## config.mk

```make
export PLATFORM = sky130hd
export DESIGN_NAME = dbg_module_select
export DESIGN_NICKNAME = d
export VERILOG_FILES = /design/src/rtl/dbgsel_pkg.sv /design/src/rtl/dbgsel_frame_fsm.sv /design/src/rtl/dbgsel_select_reg.sv /design/src/rtl/dbgsel_route.sv /design/src/rtl/dbg_module_select.sv
export SDC_FILE = /design/constraint.sdc
export NUM_CORES = 1
export LEC_CHECK = 0
export BUFFER_PORTS_ARGS = -buffer_cell sky130_fd_sc_hd__buf_2
export CORE_MARGIN = 2
export CORE_UTILIZATION = 37
export DETAILED_ROUTE_END_ITERATION = 8
export GPL_ROUTABILITY_DRIVEN = 0
export GPL_TIMING_DRIVEN = 0
export PLACE_DENSITY_LB_ADDON = 0.05
export SYNTH_ARGS = -nofsm -noshare
export SYNTH_HDL_FRONTEND = slang
export SYNTH_SLANG_ARGS = --single-unit
export TNS_END_PERCENT = 20
```

## constraint.sdc

```tcl
create_clock -name tck -period 2.5 [get_ports tck]
set_clock_uncertainty 0.1 [all_clocks]
set_input_delay 0.25 -clock tck [delete_from_list [all_inputs] [get_ports tck]]
set_output_delay 0.25 -clock tck [all_outputs]
set_load 0.005 [all_outputs]
```

## src/rtl/dbgsel_pkg.sv

```systemverilog
package dbgsel_pkg;

    typedef enum logic [1:0] {
        FR_IDLE = 2'd0,
        FR_FILL = 2'd1,
        FR_FULL = 2'd2
    } frame_st_e;

endpackage

```

## src/rtl/dbgsel_frame_fsm.sv

```systemverilog
module dbgsel_frame_fsm
    import dbgsel_pkg::*;
#(
    parameter int ID_W = 2
) (
    input  logic            tck,
    input  logic            tap_reset,
    input  logic            dbg_ir_sel,
    input  logic            capture_dr,
    input  logic            shift_dr,
    input  logic            update_dr,
    input  logic            tdi,
    output logic            sel_strobe,
    output logic [ID_W-1:0] sel_id,
    output logic            frame_full
);
    localparam int FRAME_LEN = ID_W + 1;
    localparam int CNT_W     = (FRAME_LEN > 2) ? $clog2(FRAME_LEN) : 1;
    localparam logic [CNT_W-1:0] LAST_CNT = CNT_W'(FRAME_LEN - 1);

    frame_st_e            state_q, state_d;
    logic [FRAME_LEN-1:0] sr_q;
    logic [CNT_W-1:0]     cnt_q;
    logic                 do_cap, do_shift, do_upd;

    // one action per edge, capture has precedence over shift over update
    always_comb begin
        do_cap   = dbg_ir_sel && capture_dr;
        do_shift = dbg_ir_sel && !capture_dr && shift_dr;
        do_upd   = dbg_ir_sel && !capture_dr && !shift_dr && update_dr;
    end

    // next-state logic
    always_comb begin
        state_d = state_q;
        if (!dbg_ir_sel) begin
            state_d = FR_IDLE;
        end else if (do_cap) begin
            state_d = FR_FILL;
        end else if (do_upd) begin
            state_d = FR_IDLE;
        end else if (do_shift) begin
            unique case (state_q)
                FR_IDLE: state_d = FR_IDLE;
                FR_FILL: state_d = (cnt_q == LAST_CNT) ? FR_FULL : FR_FILL;
                FR_FULL: state_d = FR_FULL;
                default: state_d = FR_IDLE;
            endcase
        end
    end

    // state register
    always_ff @(posedge tck) begin
        if (tap_reset) begin
            state_q <= FR_IDLE;
        end else begin
            state_q <= state_d;
        end
    end

    // frame datapath: shift register and bit counter
    always_ff @(posedge tck) begin
        if (tap_reset) begin
            sr_q  <= '0;
            cnt_q <= '0;
        end else if (do_cap) begin
            sr_q  <= '0;
            cnt_q <= '0;
        end else if (do_shift && state_q != FR_IDLE) begin
            sr_q <= {tdi, sr_q[FRAME_LEN-1:1]};
            if (state_q == FR_FILL && cnt_q != LAST_CNT) begin
                cnt_q <= cnt_q + 1'b1;
            end
        end
    end

    // outputs
    always_comb begin
        frame_full = (state_q == FR_FULL);
        sel_id     = sr_q[ID_W-1:0];
        sel_strobe = do_upd && frame_full && sr_q[FRAME_LEN-1];
    end

endmodule

```

## src/rtl/dbgsel_select_reg.sv

```systemverilog
module dbgsel_select_reg #(
    parameter int NUM_MOD = 3,
    parameter int ID_W    = 2
) (
    input  logic            tck,
    input  logic            tap_reset,
    input  logic            sel_strobe,
    input  logic [ID_W-1:0] sel_id,
    output logic [ID_W-1:0] active_id,
    output logic            active_valid
);
    localparam logic [ID_W:0] POP_LIMIT = (ID_W+1)'(NUM_MOD);

    logic populated;

    always_comb begin
        populated = ({1'b0, sel_id} < POP_LIMIT);
    end

    always_ff @(posedge tck) begin
        if (tap_reset) begin
            active_id    <= '0;
            active_valid <= 1'b0;
        end else if (sel_strobe) begin
            active_id    <= populated ? sel_id : '0;
            active_valid <= populated;
        end
    end

endmodule

```

## src/rtl/dbgsel_route.sv

```systemverilog
module dbgsel_route #(
    parameter int NUM_MOD = 3,
    parameter int ID_W    = 2
) (
    input  logic               dbg_ir_sel,
    input  logic               shift_dr,
    input  logic [ID_W-1:0]    active_id,
    input  logic               active_valid,
    input  logic [NUM_MOD-1:0] sub_tdo,
    output logic [NUM_MOD-1:0] mod_en,
    output logic               tdo
);
    localparam int SLOTS = 1 << ID_W;

    logic             route_on;
    logic [SLOTS-1:0] tdo_slots;

    always_comb begin
        route_on  = dbg_ir_sel && active_valid;
        tdo_slots = SLOTS'(sub_tdo);
        tdo       = route_on && shift_dr && tdo_slots[active_id];
    end

    for (genvar g = 0; g < NUM_MOD; g++) begin : g_en
        assign mod_en[g] = route_on && (active_id == ID_W'(g));
    end

endmodule

```

## src/rtl/dbg_module_select.sv

```systemverilog
module dbg_module_select #(
    parameter int NUM_MOD = 3,
    parameter int ID_W    = 2
) (
    input  logic               tck,
    input  logic               tap_reset,
    input  logic               dbg_ir_sel,
    input  logic               capture_dr,
    input  logic               shift_dr,
    input  logic               update_dr,
    input  logic               tdi,
    input  logic [NUM_MOD-1:0] sub_tdo,
    output logic [ID_W-1:0]    active_id,
    output logic               active_valid,
    output logic [NUM_MOD-1:0] mod_en,
    output logic               tdo
);
    logic            sel_strobe;
    logic [ID_W-1:0] sel_id;
    logic            frame_full;

    dbgsel_frame_fsm #(.ID_W(ID_W)) u_frame (
        .tck        (tck),
        .tap_reset  (tap_reset),
        .dbg_ir_sel (dbg_ir_sel),
        .capture_dr (capture_dr),
        .shift_dr   (shift_dr),
        .update_dr  (update_dr),
        .tdi        (tdi),
        .sel_strobe (sel_strobe),
        .sel_id     (sel_id),
        .frame_full (frame_full)
    );

    dbgsel_select_reg #(.NUM_MOD(NUM_MOD), .ID_W(ID_W)) u_sel (
        .tck          (tck),
        .tap_reset    (tap_reset),
        .sel_strobe   (sel_strobe),
        .sel_id       (sel_id),
        .active_id    (active_id),
        .active_valid (active_valid)
    );

    dbgsel_route #(.NUM_MOD(NUM_MOD), .ID_W(ID_W)) u_route (
        .dbg_ir_sel   (dbg_ir_sel),
        .shift_dr     (shift_dr),
        .active_id    (active_id),
        .active_valid (active_valid),
        .sub_tdo      (sub_tdo),
        .mod_en       (mod_en),
        .tdo          (tdo)
    );

endmodule

```

==> results of run 1 <==
## logic make-up (layout without fill, tap and decap cells)
kind of cell             count (synthesis)  in the layout  share of synthesized area, %
AO/OA/AOI/OAI                           15             15                         19.22
multiplexers                             4              4                         6.912
flip-flops                              10             10                         34.56
AND/OR/NAND/NOR                         23             23                         26.79
buffers and inverters                    4             23                         3.887
adder cells (fa/ha/maj)                  4              4                         8.640
## synthesized netlist by cell type, types with 2 or more instances
cell      number  area (um^2)
a21oi_1        4        20.02
a311oi_1       2        17.52
dfxtp_1       10        200.2
ha_1           4        50.05
inv_1          3        11.26
mux2i_1        4        40.04
nand2_1        2        7.510
nand4b_1       3        26.28
nor2_1         5        18.77
nor3_1         2        10.01
nor3b_1        4        30.03
o21ai_0        3        15.01
## worst max-delay path, stage by stage, from the launching register on
cell	delay [ns]
dfxtp_1	0.42
mux2i_1	0.20
o21ai_0	0.07
and4_2	0.22
buf_2	0.12
## state kept, by name (all words and copies together) (netlist names)
| name | flops |
|---|---|
| u_frame.state_q | 2 |
| u_frame.sr_q | 3 |
| u_sel.active_id | 2 |
| u_frame.cnt_q | 2 |
| u_sel.active_valid | 1 |
## metal layers
metal	GRT usage (%)	routed length, um
met3	4.167	73
met2	22.06	489
met5	0	0
met1	18.25	605
met4	10.91	17
## power groups by stage
| stage | sequential, mW | combinational, mW | clock, mW |
|---|---|---|---|
| 2_1_floorplan | 0.164 | 0.0119 | 0 |
| 3_3_place_gp | 0.164 | 0.0259 | 0 |
| 3_5_place_dp | 0.164 | 0.0260 | 0 |
| 4_1_cts | 0.161 | 0.0261 | 0.116 |
| 5_1_grt | 0.161 | 0.0296 | 0.123 |
| 6_report | 0.161 | 0.0258 | 0.107 |
## layout make-up
class                   count  area share (%)
clock buffers               3           3.209
multi-input cells          46           50.80
plain buffers               1           1.604
flip-flops and latches     10           28.52
well taps                  16           2.852
repair buffers             16           11.41
inverters                   3           1.604
## worst paths after layout
| kind | startpoint | end | slack, ns | cells past startpoint |
|---|---|---|---|---|
| max | u_sel.active_id[0] | tdo | 0.85 | 4 |
| min | tdi | u_frame.sr_q[2] | 0.12 | 3 |
| max reg2reg | u_frame.state_q[0] | u_frame.cnt_q[0] | 0.98 | 6 |
| min reg2reg | u_frame.sr_q[0] | u_sel.active_valid | 0.41 | 1 |
==> results.toml, run 1 <==
[timing]
slew_viol_final = 0
fmax_mhz = 607.3
whs_ns = 0.1182
rsz0062_at_grt = "no"
setup_viol = 0
layout_setup_ws_ns = 0.8534
worst_pin_slew_ns = 0.2256
period_needed_ns = 1.647
fin_crit_sh_pct = 65.87
relSlewSlack_pct = 84.86
fin_setup_tns_ns = 0
hold_violations = 0

[cells_and_area]
seqCellArea_um2 = 200.2
fin_util_pct = 47.14
n_fill_cell = 151
final_cell_area_um2 = 701.9
areaGrowthSynthToFinish_pct = 21.17
fin_cells = 95
final_common_cell = "buf_2"
layout_common_cells = "buf_2, dfxtp_1, nor2_1"
drive_above_1_share_pct = 34.18
fin_nets = 95
antenna_cells = 0
multi_input_area_um2 = 356.6

[status]
outcome = "finished, final reports clean"

[logic_synthesis]
syn_avg_cell_area_um2 = 9.655
synth_seq_cells = 10
syn-cell-area_um2 = 579.3
yosys_warnings = 0
async_flop_share_pct = 0
ys_seq_area_share_pct = 34.56
synthFlopType = "dfxtp_1"
synthCells = 60
synth_edf_count = 0
yosys.cell_types.count = 26
synth_nets = 74

[clocking]
post_cts_buffers = 0
numCtsBuffers = 3
clock_latency_ns = 0.26
htree_levels = 1
clk_pin_slew_ns = 0.07
cts_buffer_depth = 2
hold_buffers = 0
root_buffer = "clkbuf_4"
cts_sinks = 10
cts_tree = "yes"
post_cts_resized = 0

[floorplan]
design.die.area_um2 = 1898
die_x_um = 43.57
top_level_ports = 17
rows = 14
start_util_pct = 38.91
core_um2 = 1489
die_h_um = 43.57

[place]
dp_hpwl_um = 908.4
place_inst = 92
place_area_um2 = 679.4
post-place-ws_ns = 0.9820
io_buffers = 16

[worst_setup_path]
crit_fanout = 7
critPathKind = "register to primary output"
required_ns = 2.15
startpoint_type = "register"
cp-end-kind = "primary output"
arrival_ns = 1.30

[detailed_routing]
drt-initial-drc-count = 8
vias_per_cell = 5.274
dr.pass1.iters = 2
ant_nets = 0
via_count = 501
drc = 0
totalWireLength_mm = 1.185
avgRoutedWirePerCell_um = 12.47

[hold_path]
hold_path_class = "primary input to register"

[global_route]
grt_usage_pct = 14.88
antenna_found_initial = 0
grt_max_degree = 9
grt_pass1_vias = 486
grt_overflow_total = 0
grt_pass1_wl_mm = 2.042

[power_and_ir_drop]
ir_drop_mv = 0.2202
p_clk_share_pct = 36.5
powerDensity_nw_per_um2 = 418.4
p_sw_uw = 66.91
switching_share_pct = 22.78
comb_power_share_pct = 8.8
p_leak_nw = 0.2741
totalPowerFinal_uw = 293.7
seqPwrFrac_pct = 54.7
cellInternalPower_uw = 226.8

[job]
drv_cap = 0
(Power assumes the default switching activity.)
==> run 2: changes to the inputs <==
==> constraint.sdc (replaced) <==
create_clock -name tck -period 1.5 [get_ports tck]
set_clock_uncertainty 0.1 [all_clocks]
set_input_delay 0.15 -clock tck [delete_from_list [all_inputs] [get_ports tck]]
set_output_delay 0.15 -clock tck [all_outputs]
set_load 0.005 [all_outputs]
==> run 2 against run 1 <==
  * Core utilization up 2.9 points
  * Die area did not move
  * Highest routed layer unchanged
  * Critical path depth up 2
  * Sequential cell count did not move
  * Critical path type is now register to register
==> results.toml, run 2 (same netlist as run 1, synthesis figures left out) <==
[detailed_routing]
via_count = 516
avgRoutedWirePerCell_um = 12.76
totalWireLength_mm = 1.238
route.met2.wl_um = 488
wl_met1_um = 626
dr.pass1.iters = 3
top_layer = "met4"
wl_met3_um = 82
drc = 0
vias_per_cell = 5.320
ant_nets = 0
drt-initial-drc-count = 8

[cells_and_area]
antenna_cells = 0
layout_common_cells = "buf_2, dfxtp_1, nor2_1"
multi_input_area_um2 = 371.6
seqCellArea_um2 = 207.7
n_fill_cell = 148
regMostFlops = "u_frame.sr_q"
drive_above_1_share_pct = 45.68
fin_util_pct = 50.08
largest_register_ff_count = 3
areaGrowthSynthToFinish_pct = 28.73
fin_nets = 97
final_common_cell = "buf_2"

[power_and_ir_drop]
p_leak_nw = 0.2897
totalPowerFinal_uw = 495.8
cellInternalPower_uw = 377.7
powerDensity_nw_per_um2 = 664.8
seqPwrFrac_pct = 53.8
comb_power_share_pct = 9.3
switching_share_pct = 23.81
ir_drop_mv = 0.3714
p_sw_uw = 118.0
p_clk_share_pct = 36.9

[floorplan]
top_level_ports = 17
die_x_um = 43.57
die_h_um = 43.57
start_util_pct = 38.91
core_um2 = 1489
design.die.area_um2 = 1898
rows = 14

[place]
io_buffers = 16
dp_hpwl_um = 908.4

[worst_setup_path]
startpoint_type = "register"
required_ns = 1.57
cp-end-kind = "register"
worstPathCellList = "inv_2 > ha_2 > and4bb_1 > buf_6 > a211oi_2 > a31o_2"
slowest_stage = "dfxtp_2"
critPathKind = "register to register"
cp_num_buf_inv = 2
max_stage_delay_ns = 0.35
crit_fanout = 7
path_delay_family = "flip-flops"
arrival_ns = 1.51

[global_route]
antenna_found_initial = 0
grt_pass1_vias = 486
grt_pass1_wl_mm = 2.042
grt_usage_pct = 14.88
grt_max_degree = 9
grt_overflow_total = 0

[timing]
slew_viol_final = 0
hold_violations = 0
fin_setup_tns_ns = 0
rsz0062_at_grt = "no"
relSlewSlack_pct = 84.34
setup_viol = 0
period_needed_ns = 1.439
fmax_mhz = 694.9
fin_crit_sh_pct = 95.94
worst_pin_slew_ns = 0.2348

[clocking]
root_buffer = "clkbuf_4"
htree_levels = 1
cts_sinks = 10
clk_pin_slew_ns = 0.07
cts_tree = "yes"
cts_buffer_depth = 2
numCtsBuffers = 3
clock_latency_ns = 0.27

[job]
drv_cap = 0

[hold_path]
hold_path_class = "primary input to register"

[status]
outcome = "finished, final reports clean"
## run 2: power by group through the flow
stage	clock network (mW)	logic, mW	registers (mW)
after global placement	0	0.0431	0.274
after global routing	0.204	0.0520	0.267
after detailed placement	0	0.0433	0.274
after CTS	0.193	0.0436	0.266
final	0.183	0.0461	0.267
after floorplan	0	0.0199	0.274
## run 2: final timing paths
kind / from / to / slack [ns] / cells past startpoint
worst min register to register: u_frame.sr_q[0] / u_sel.active_valid / 0.40 / 1
worst min-delay path: tdi / u_frame.sr_q[2] / 0.01 / 3
worst max-delay path: u_frame.state_q[0] / u_frame.cnt_q[0] / 0.06 / 6
worst max register to register: u_frame.state_q[0] / u_frame.cnt_q[0] / 0.06 / 6
## run 2: routing by layer
metal  vias up  GRT usage (%)
met3         5          4.167
met1       223          18.25
met5         -              0
met2        18          22.06
met4         0          10.91
li1        270              -
## run 2: stage by stage
stage / setup slack, ns / instance area (um^2) / cells / hold WS (ns)
floorplan: 0.07316 / 579.3 / 60 / 0.1191
global placement: -0.006657 / 679.4 / 92 / 0.2879
detailed placement: -0.01797 / 679.4 / 92 / 0.2903
CTS: 0.0006841 / 706.9 / 95 / 0.006565
global route: 0.001457 / 745.7 / 97 / 0.03000
finish: 0.06094 / 745.7 / 97 / 0.01259
## run 2: area by class of cell
| type | count | share of cell area [%] |
|---|---|---|
| Multi-Input combinational cell | 46 | 49.83 |
| Tap cell | 16 | 2.685 |
| Timing Repair Buffer | 18 | 13.59 |
| Inverter | 3 | 1.510 |
| Buffer | 1 | 1.510 |
| Sequential cell | 10 | 27.85 |
| Clock buffer | 3 | 3.020 |
## run 2: tightest hold or removal path, delay by kind of cell
kind                   cells  cell delay [ns]
buffers and inverters      1             0.07
muxes                      1             0.05
and+or+nand+nor            1             0.07
## run 2: what timing repair did
action                     CTS  global route
setup endpoints to repair    3             7
pin swaps                    0             5
hold buffers                 0             0
gates resized for setup      3             9
gates cloned                 0             0
buffers inserted             0             2
==> run 3: changes to the inputs <==
--- a/config.mk
+++ b/config.mk
@@ -6,8 +6,10 @@
 export NUM_CORES = 1
 export LEC_CHECK = 0
 export BUFFER_PORTS_ARGS = -buffer_cell sky130_fd_sc_hd__buf_2
+export CELL_PAD_IN_SITES_DETAIL_PLACEMENT = 0
+export CELL_PAD_IN_SITES_GLOBAL_PLACEMENT = 2
 export CORE_MARGIN = 2
-export CORE_UTILIZATION = 37
+export CORE_UTILIZATION = 26
 export DETAILED_ROUTE_END_ITERATION = 8
 export GPL_ROUTABILITY_DRIVEN = 0
 export GPL_TIMING_DRIVEN = 0
==> run 3 against run 2 <==
  * Total power grew 11%
  * Core utilization down 14 points
  * Combinational power about the same
  * Global-route usage decreased by 3.1 points
  * Sequential power barely moved
  * Critical endpoint is now u_frame.state_q[0]
  * Sequential share of layout area decreased by 0.86 points
  * First-iteration DRC count is 25% lower
  * Sequential cell count did not move
  * Register-to-register slack worse by 0.02 ns
==> results.toml, run 3 (same netlist as run 1, synthesis figures left out) <==
[cells_and_area]
areaGrowthSynthToFinish_pct = 32.83
final_common_cell = "buf_2"
regMostFlops = "u_frame.sr_q"
drive_above_1_share_pct = 44.05
fin_util_pct = 35.82
antenna_cells = 0
largest_register_ff_count = 3
layout_common_cells = "buf_2, dfxtp_1, nor2_1"
fin_nets = 99
final_cell_area_um2 = 769.5
n_fill_cell = 231

[worst_setup_path]
required_ns = 1.54
max_stage_delay_ns = 0.33
cp-end-kind = "register"
cp_num_buf_inv = 1
startpoint_type = "register"
worstPathCellList = "buf_4 > ha_1 > and2b_2 > a311oi_1 > nor3b_1"
arrival_ns = 1.50
r2r_setup_slack_ns = 0.04
rr_worst_depth = 5
slowest_stage = "dfxtp_2"
critPathKind = "register to register"
crit_fanout = 5
r2r-end = "u_frame.state_q[0]"
path_delay_family = "flip-flops"
reg2reg_from = "u_frame.state_q[0]"

[hold_path]
hold_depth = 2
min_to = "u_sel.active_id[0]"
hold_start = "tap_reset"
hold_path_class = "primary input to register"

[power_and_ir_drop]
p_sw_uw = 117.1
p_leak_nw = 0.3060
ir_drop_mv = 0.4907
comb_power_share_pct = 8.4
powerDensity_nw_per_um2 = 715.1
cellInternalPower_uw = 433.1
p_clk_share_pct = 43.2
totalPowerFinal_uw = 550.2
switching_share_pct = 21.29
seqPwrFrac_pct = 48.4

[detailed_routing]
dr.pass1.iters = 4
ant_nets = 0
totalWireLength_mm = 1.317
avgRoutedWirePerCell_um = 11.76
drc = 0
drt-initial-drc-count = 6
via_count = 533
vias_per_cell = 4.759

[global_route]
antenna_found_initial = 0
grt_overflow_total = 0
grt_usage_pct = 11.75
grt_max_degree = 9
grt_pass1_vias = 495
grt_pass1_wl_mm = 2.235

[floorplan]
die_x_um = 51.20
rows = 17
die_h_um = 51.20
design.die.area_um2 = 2621
top_level_ports = 17
start_util_pct = 26.97
core_um2 = 2148

[status]
outcome = "finished, final reports clean"

[place]
dp_hpwl_mm = 1.036
place_area_um2 = 694.4
io_buffers = 16

[clocking]
cts_buffer_depth = 2
clock_latency_ns = 0.26
htree_levels = 1
cts_sinks = 10
numCtsBuffers = 3
cts_tree = "yes"
clk_pin_slew_ns = 0.07
hold_buffers = 0
root_buffer = "clkbuf_4"

[timing]
whs_ns = 0.02125
worst_pin_slew_ns = 0.2167
hold_violations = 0
period_needed_ns = 1.458
rsz0062_at_grt = "yes"
relSlewSlack_pct = 85.45
fin_crit_sh_pct = 97.23
setup_viol = 0
slew_viol_final = 0
fmax_mhz = 685.7
fin_setup_tns_ns = 0

[job]
drv_cap = 0
[run 3: cell count changes in the layout (fill, tap and decap cells not counted), sizes merged]
| cell | previous run | this run |
|---|---|---|
| buf | 19 | 21 |
| clkbuf | 3 | 4 |
[run 3: area by class of cell]
class	count	area [um^2]	area share [%]
buffer	1	11.26	1.463
tap	28	35.03	4.553
sequential	10	207.7	26.99
multi-input combinational	46	357.8	46.50
timing repair buffer	20	110.1	14.31
clock buffer	4	36.28	4.715
inverter	3	11.26	1.463
[run 3: power groups by stage]
stage	combinational (mW)	sequential [mW]	clock [mW]
2_1_floorplan	0.0199	0.274	0
3_3_place_gp	0.0443	0.274	0
3_5_place_dp	0.0440	0.274	0
4_1_cts	0.0444	0.266	0.251
5_1_grt	0.0524	0.266	0.274
6_report	0.0462	0.266	0.238
[run 3: worst max-delay path by stage]
stage                  startpoint                  to  cells past startpoint
4_1_cts        u_sel.active_id[0]                 tdo                      4
3_3_place_gp   u_frame.state_q[0]    u_frame.cnt_q[0]                      6
2_1_floorplan  u_frame.state_q[0]    u_frame.cnt_q[0]                      6
3_5_place_dp   u_frame.state_q[0]    u_frame.cnt_q[0]                      6
6_report       u_frame.state_q[0]  u_frame.state_q[0]                      5
5_1_grt        u_frame.state_q[0]    u_frame.cnt_q[0]                      6
[run 3: per-layer routing]
metal	part of all wire [%]	vias up	global-route usage, %
met2	44	9	17.10
met4	0.91	0	8.108
li1	-	276	-
met5	0	-	0
met3	5.2	2	2.632
met1	50	246	15.26
[run 3: repair_timing]
item | 4_1_cts | 5_1_grt
pin swaps | 0 | 3
cloned | 0 | 0
resized for setup | 4 | 4
endpoints found under the setup margin | 4 | 6
buffers inserted | 0 | 4
[run 3: metrics by stage]
| step | std cells | setup slack, ns |
|---|---|---|
| 6_report | 112 | 0.04154 |
| 3_3_place_gp | 104 | -0.03872 |
| 3_5_place_dp | 104 | -0.03458 |
| 5_1_grt | 112 | -0.01646 |
| 2_1_floorplan | 60 | 0.07316 |
| 4_1_cts | 108 | -0.0005350 |
